**src/rtl/pic_core.sv**
```systemverilog
module pic_core (
  input  logic       clk,
  input  logic       rst_n,
  input  logic       reg_wr,
  input  logic       reg_addr,
  input  logic [7:0] reg_wdata,
  output logic [7:0] reg_rdata,
  input  logic [7:0] irq_in,
  input  logic [7:0] trig_level,
  input  logic       inta,
  output logic       int_out,
  output logic [7:0] vec_out,
  output logic [7:0] cascade_cfg
);
  typedef enum logic [1:0] {S_RUN, S_W2, S_W3, S_W4} st_t;
  st_t st;

  logic [7:0] irr, isr, imr, irq_d, irr_nxt, isr_nxt;
  logic [4:0] base;
  logic       need4, aeoi, rd_isr;

  wire cmd_wr = reg_wr & ~reg_addr;
  wire dat_wr = reg_wr & reg_addr;
  wire start  = cmd_wr & reg_wdata[4];
  wire ocw2   = cmd_wr & ~reg_wdata[4] & ~reg_wdata[3];
  wire [7:0] pend = irr & ~imr;

  function automatic logic [3:0] top(input logic [7:0] v);
    top = 4'b1000;
    for (int i = 7; i >= 0; i--)
      if (v[i]) top = {1'b0, 3'(i)};
  endfunction

  wire [3:0] pw = top(pend);
  wire [3:0] sw = top(isr);

  assign int_out = (st == S_RUN) && !pw[3] && (sw[3] || pw[2:0] < sw[2:0]);
  wire grant = inta & int_out;

  always_comb begin
    for (int i = 0; i < 8; i++)
      irr_nxt[i] = trig_level[i] ? irq_in[i] : (irr[i] | (irq_in[i] & ~irq_d[i]));
    if (grant) irr_nxt[pw[2:0]] = 1'b0;
    if (start) irr_nxt = 8'h00;
  end

  always_comb begin
    isr_nxt = isr;
    if (grant && !aeoi) isr_nxt[pw[2:0]] = 1'b1;
    if (ocw2) begin
      if (reg_wdata[7:5] == 3'b011) isr_nxt[reg_wdata[2:0]] = 1'b0;
      else if (reg_wdata[7:5] == 3'b001 && !sw[3]) isr_nxt[sw[2:0]] = 1'b0;
    end
    if (start) isr_nxt = 8'h00;
  end

  always_ff @(posedge clk or negedge rst_n) begin
    if (!rst_n) begin
      st <= S_RUN; irr <= '0; isr <= '0; imr <= '0; irq_d <= '0;
      base <= '0; need4 <= 1'b0; aeoi <= 1'b0; rd_isr <= 1'b0;
      vec_out <= '0; cascade_cfg <= '0;
    end else begin
      irr   <= irr_nxt;
      isr   <= isr_nxt;
      irq_d <= irq_in;
      if (inta) vec_out <= {base, grant ? pw[2:0] : 3'd7};
      if (start) begin
        imr <= '0; rd_isr <= 1'b0; aeoi <= 1'b0;
        need4 <= reg_wdata[0]; st <= S_W2;
      end else if (dat_wr) begin
        case (st)
          S_RUN: imr <= reg_wdata;
          S_W2:  begin base <= reg_wdata[7:3]; st <= S_W3; end
          S_W3:  begin cascade_cfg <= reg_wdata; st <= need4 ? S_W4 : S_RUN; end
          default: begin aeoi <= reg_wdata[1]; st <= S_RUN; end
        endcase
      end else if (cmd_wr && reg_wdata[3] && reg_wdata[1]) begin
        rd_isr <= reg_wdata[0];
      end
    end
  end

  assign reg_rdata = reg_addr ? imr : (rd_isr ? isr : irr);

  AST_START_CLEARS: assert property (@(posedge clk) disable iff (!rst_n)
    start |=> (irr == 8'h00 && isr == 8'h00 && imr == 8'h00));
  AST_GRANT_SETS_ISR: assert property (@(posedge clk) disable iff (!rst_n)
    (grant && !aeoi && !reg_wr) |=> ((isr & ~$past(isr)) != 8'h00));
  AST_AEOI_EMPTY: assert property (@(posedge clk) disable iff (!rst_n)
    aeoi |-> isr == 8'h00);
  AST_SPUR_NO_ISR: assert property (@(posedge clk) disable iff (!rst_n)
    (inta && !int_out) |=> ((isr & ~$past(isr)) == 8'h00));
  AST_SPUR_LEVEL7: assert property (@(posedge clk) disable iff (!rst_n)
    (inta && !int_out) |=> vec_out[2:0] == 3'd7);
endmodule

```
**config.mk**
```make
export PLATFORM = sky130hd
export DESIGN_NAME = pic_core
export DESIGN_NICKNAME = d
export VERILOG_FILES = /design/src/rtl/pic_core.sv
export SDC_FILE = /design/constraint.sdc
export NUM_CORES = 1
export LEC_CHECK = 0
export ABC_AREA = 1
export ABC_CLOCK_PERIOD_IN_PS = 3100
export BUFFER_PORTS_ARGS = -buffer_cell sky130_fd_sc_hd__buf_2
export CAP_MARGIN = 20
export CORE_ASPECT_RATIO = 0.7
export CORE_MARGIN = 2
export CORE_UTILIZATION = 55
export CTS_BUF_LIST = sky130_fd_sc_hd__clkbuf_2
export CTS_CLUSTER_DIAMETER = 100
export CTS_CLUSTER_SIZE = 20
export DETAILED_ROUTE_END_ITERATION = 12
export PLACE_DENSITY = 0.88
export SYNTH_ARGS = -nofsm -noshare
export SYNTH_HDL_FRONTEND = slang
export SYNTH_SLANG_ARGS = --single-unit
```
**constraint.sdc**
```tcl
create_clock -name clk -period 3.1 [get_ports clk]
set_clock_uncertainty 0.1 [all_clocks]
set_input_delay 0.62 -clock clk [delete_from_list [all_inputs] [get_ports clk]]
set_output_delay 0.62 -clock clk [all_outputs]
set_load 0.01 [all_outputs]
```
# ---- Yosys cells after proc, flatten, opt, wreduce, memory -nomap -nowiden
# Cells that the tools add are included.
dict set report word_totals {
  regBits 58
  out_inout_bits 25
  wordCells 145
}
dict set report classes {
  magnitude_cmp 7
  eq_ne 7
  mux 53
  bitwise_logic 43
  reduce_logical 24
}
# op count
set op_table {}
lappend op_table {{8-bit two-way mux} 12}
lappend op_table {{4-bit two-way mux} 16}
lappend op_table {{8-bit bitwise AND} 4}
lappend op_table {{8-bit NOT} 4}
lappend op_table {{1-bit two-way mux} 17}
lappend op_table {{1-bit bitwise AND} 14}
lappend op_table {{3-bit by 4-bit less-than comparator with 1-bit output (second input constant)} 3}
lappend op_table {{1-bit NOT} 12}
lappend op_table {{1-bit demux with 3-bit select} 3}
lappend op_table {{3-bit by 1-bit >= comparator with 1-bit output (second input constant)} 3}
lappend op_table {{1-bit logical AND} 9}
lappend op_table {{1-bit OR} 8}
lappend op_table {{8-bit OR} 1}
lappend op_table {{2-bit AND reduction} 4}
lappend op_table {{2-bit two-way mux} 3}
lappend op_table {{2-bit one-hot mux with 3 select lines} 1}
lappend op_table {{3-bit AND reduction} 2}
lappend op_table {{2-bit nonzero test} 3}
lappend op_table {{2-bit by 1-bit inequality test with 1-bit output (second input constant)} 2}
lappend op_table {{3-bit by 1-bit == test with 1-bit output (second input constant)} 1}
lappend op_table {{3-bit by 2-bit == test with 1-bit output (second input constant)} 1}
lappend op_table {{1-bit logical NOT} 3}
lappend op_table {{3-bit less-than comparator} 1}
lappend op_table {{3-bit two-way mux} 1}
lappend op_table {{other kinds (6)} 6}

# ---- Logic depth before layout (Yosys ltp)
dict set report logic_depth {
  depth_word 21
  depth_mapped 18
  mapped_depth_nobuf 18
}

# ---- Worst setup path before layout
# No wires, ideal clock.
dict set report synth_timing {
  path_kind {register to output}
  startpoint {register irr[3]}
  endpoint {output int_out}
  t_arrival_ps 1653
  required_ps 2380
  slack_ps 727
  stages_incl_launch_ff 10
  path_buffers 0
  path_cell_list {dfrtp_1 > nand2_1 > nand2_1 > nor2_1 > inv_1 > nor2_2 > ha_1 > a21oi_1 > nand2_2 > a21oi_4}
}
dict set report synth_via {
  elab_chain_len 8
}
# item line
set synth_lines {}
lappend synth_lines {{start, declared} 18} ;# logic [7:0] irr, isr, imr, irq_d, irr_nxt, isr_nxt;
lappend synth_lines {{start signal, assigned} 63} ;# irr <= irr_nxt;
lappend synth_lines {{8-bit bitwise AND *} 26} ;# wire [7:0] pend = irr & ~imr;
lappend synth_lines {{4-bit two-way mux * (4 in a row)} 31} ;# if (v[i]) top = {1'b0, 3'(i)};
lappend synth_lines {{3-bit less-than comparator / 1-bit logical NOT (equally long branches)} 37} ;# assign int_out = (st == S_RUN) && !pw[3] && (sw[3] || pw[2:0] < sw[2:0]);
lappend synth_lines {{1-bit logical OR / 1-bit logical AND (equally long branches)} 37}
lappend synth_lines {{1-bit logical AND *} 37}
lappend synth_lines {{end, declared} 11} ;# output logic int_out,
# Every way passes the cells marked *; elsewhere a longest branch is shown, timed or not.

# ---- Worst setup path after layout
dict set report layout_timing {
  startpoint {register irr[0]}
  endpoint {output int_out}
}
dict set report layout_via {
  elab_chain_len 5
}
# item line
set layout_lines {}
lappend layout_lines {{8-bit bitwise AND *} 26}
lappend layout_lines {{4-bit two-way mux *} 31}
lappend layout_lines {{3-bit less-than comparator / 1-bit logical NOT (equally long branches)} 37}
lappend layout_lines {{1-bit logical OR / 1-bit logical AND (equally long branches)} 37}
lappend layout_lines {{1-bit logical AND *} 37}
# Marked as above.

==> tab_implementation.tex <==
\begin{tabular}{lr}
\hline
Metric & Value \\
\hline
\multicolumn{2}{l}{\textbf{Run status}} \\
Outcome & completed \\
\multicolumn{2}{l}{\textbf{Power and ir drop}} \\
Power per unit of standard cell area & 840.1 nW/um\^{}2 \\
Maximum vdd ir drop & 0.0004405 V \\
Leak Pwr & $\sim$0.002 uW \\
\multicolumn{2}{l}{\textbf{Yosys}} \\
Number of enable flip-flop cells after synthesis & 0 \\
Syn\_area\_per\_cell & between 7 and 8 um\^{}2 \\
Combined area of all synthesized cells & $\sim$3100 um\^{}2 \\
\#FFs+latches synth & a little under 60 \\
Number of nets produced by synthesis & roughly 450 \\
Count of cell types in the netlist & 27 \\
Prevailing post-synth register cell & dfrtp\_1 \\
Total of warnings raised by yosys & 0 \\
Gate Count Post-Synth & around 410 \\
Async set-or-reset flop fraction in the synthesized netlist & 100.0\% \\
Fraction of the yosys area taken by sequential cells & 46.14\% \\
\multicolumn{2}{l}{\textbf{Clock tree}} \\
\# H-tree levels & 3 \\
CTS tree & built \\
Clock slew seen by the registers of the worst setup and hold paths & approximately 0.17 ns \\
Max Buffers Root-to-Sink & 2 \\
Clock buffers created by TritonCTS & 9 \\
Worst skew pair latency & between 0.5 and 0.6 ns \\
CTS Root Cell & clkbuf\_2 \\
CTS Hold Buffers Added & 0 \\
Clk sinks & 58 \\
\multicolumn{2}{l}{\textbf{Routing}} \\
Count of nets left with antenna violations after detail routing & 0 \\
Drt first pass iters & 8 \\
Number of DRC violations after detailed-routing iteration 0 & 340 \\
Via count & $\sim$3.2k \\
Post-route DRC violation count & 0 \\
Aggregate routed wire length & 8566 um \\
Final routed wire length divided by cell count & 15.21 um \\
Via-to-Cell Ratio & 5.606 \\
\multicolumn{2}{l}{\textbf{Final layout}} \\
Count of nets after finishing & roughly 520 \\
Area of all sequential standard cells & about 1500 um\^{}2 \\
Filler Cells Inserted & about 410 \\
Commonest non-fill, non-tap cell in the layout & nand2\_1 \\
Layout-stage area growth over the synthesis result & 20.37\% \\
Commonest cells after routing, fill and taps aside & nand2\_1, inv\_1, dfrtp\_1, buf\_2, nor2\_1 \\
Antenna Diode Count & 0 \\
Multi-input gate area in the final layout & approximately 1500 um\^{}2 \\
Cell area after layout & between 3000 and 4000 um\^{}2 \\
Fraction of final layout cells with drive strength greater than 1 & between 20\% and 30\% \\
\multicolumn{2}{l}{\textbf{Job}} \\
Reported max-cap violation count & 0 \\
\multicolumn{2}{l}{\textbf{Floorplan}} \\
Horiz. Die Dim & 94.39 um \\
Y dimension of the die & between 60 and 70 um \\
Initial standard-cell utilization of the core & between 50 and 60\% \\
Number of core rows & 22 \\
Core box area & around 5400 um\^{}2 \\
Overall die area & between 6000 and 7000 um\^{}2 \\
Io pins & 54 \\
\multicolumn{2}{l}{\textbf{Placed design}} \\
Number of I/O port buffers & 53 \\
Placed inst area & between 3000 and 4000 um\^{}2 \\
Placed wire-length estimate & 6132 um \\
Placer congestion estimate & $\sim$0.94 \\
\multicolumn{2}{l}{\textbf{Timing}} \\
Minimum clock period & 2.976 ns \\
Relative max-transition margin & around 53\% \\
Worst Tran Pin Value & 0.7116 ns \\
Final clock period utilization by the worst path & 96.00\% \\
Final Slew Violations & 0 \\
Top achievable clock speed & 0.3360 GHz \\
Min Hold Slack & 0.1147 ns \\
Hold violation count in the final report & 0 \\
Final number of setup-violating endpoints & 0 \\
\multicolumn{2}{l}{\textbf{Setup path}} \\
Nature of the critical path startpoint & flop \\
Worst path required time & $\sim$2.4 ns \\
Data arrival time of the critical path & around 2.3 ns \\
Critical path peak fanout & 4 \\
Sort of element at the end of the critical path & output pin \\
Critical path start-end classification & reg2out \\
\multicolumn{2}{l}{\textbf{GRT}} \\
Initial antenna violation count & 0 \\
Vias in the first global route & approximately 2.7k \\
Pin count of the biggest net entering global routing & slightly below 60 \\
Global route total overflow & 0 \\
Total global-route track usage & about 28\% \\
Global-route wire length before repair & approximately 13000 um \\
\multicolumn{2}{l}{\textbf{Min path}} \\
Worst min-delay path class & in2reg \\
\hline
\end{tabular}
-- cell usage after synthesis (all sizes together), types with 8 or more instances --
library cell | number | area (um^2)
a21oi | 12 | 86.33
a22oi | 8 | 60.06
clkbuf | 9 | 33.78
dfrtp | 58 | 1451
inv | 71 | 266.5
nand2 | 105 | 406.6
nand3 | 10 | 50.05
nand4 | 9 | 56.30
nor2 | 39 | 148.9
nor3 | 9 | 45.04
o211ai | 8 | 60.06
o21ai | 41 | 209.0
o22ai | 11 | 68.82
-- power breakdown --
group / total (uW) / switching (uW) / internal, uW
clock: 402 / 300 / 101
sequential: 1170 / 173 / 998
combinational: 1610 / 984 / 624
-- area by class of cell --
class                   count  area share, %
clock inverters             7          1.190
repair buffers             72          11.04
clock buffers               9          1.190
multi-input cells         272          38.63
flip-flops and latches     58          38.33
well taps                  72          2.379
inverters                  73          7.237
-- cell families (layout without fill, tap and decap cells) --
family | count (synthesis) | after routing | synth area share (%)
multiplexers | 5 | 5 | 1.790
flip-flops | 58 | 58 | 46.14
AND/OR/NAND/NOR | 172 | 172 | 22.47
buffers and inverters | 82 | 161 | 9.785
adder cells (fa/ha/maj) | 6 | 6 | 2.387
AO/OA/AOI/OAI | 89 | 89 | 17.42
-- layer usage --
| metal | part of all wire, % | vias to the layer above | GRT usage, % |
|---|---|---|---|
| li1 | - | 1493 | - |
| met1 | 45 | 1455 | 40.17 |
| met3 | 10 | 27 | 7.366 |
| met2 | 43 | 181 | 40.80 |
| met4 | 2.1 | 0 | 9.783 |
| met5 | 0 | - | 0 |
-- through the flow --
step	total power, uW	instances	util, %	worst slack, ns	TNS (ns)
2_1_floorplan	2079	412	-	0.7266	0
3_3_place_gp	2506	533	65.29	0.6039	0
3_5_place_dp	2550	533	65.29	0.5600	0
4_1_cts	2953	549	67.06	0.03372	0
5_1_grt	3427	563	70.54	-0.03940	-0.03940
6_report	3181	563	70.54	0.1240	0
-- sequential cells by signal, summed over array words and instances, names as in the netlist, 2 cells and up --
signal	count
vec_out	8
base	5
st	2
isr	8
irr	8
imr	8
irq_d	8
cascade_cfg	8
-- path summary, 6_finish.rpt --
path	startpoint	to	slack, ns	cells after the start
max reg2reg	irr[0]$_DFF_PN0_	isr[6]$_DFF_PN0_	0.67	15
max in group asynchronous	rst_n	imr[2]$_DFFE_PN0P_	2.31	2
min reg2reg	base[1]$_DFFE_PN0P_	base[1]$_DFFE_PN0P_	0.40	2
min in group asynchronous	rst_n	vec_out[4]$_DFFE_PN0P_	0.12	2
min	irq_in[4]	irq_d[4]$_DFF_PN0_	0.11	1
max	irr[0]$_DFF_PN0_	int_out	0.12	12
-- repair_timing --
item | 4_1_cts | 5_1_grt
buffers inserted | 0 | 14
resized for setup | 1 | 27
pin swaps | 0 | 10
endpoints found under the setup margin | 1 | 1
-- worst max-delay path, cell delays in order, from the launching register on --
cell     delay, ns
dfrtp_1       0.43
nand2_1       0.11
nand2_2       0.09
nor2_4        0.13
inv_1         0.07
nor2_4        0.19
ha_4          0.24
nand2_1       0.05
inv_1         0.04
nand2_1       0.07
nand2_2       0.07
a21oi_4       0.16
buf_6         0.12
Note: power is estimated with default switching activity, not from simulation.
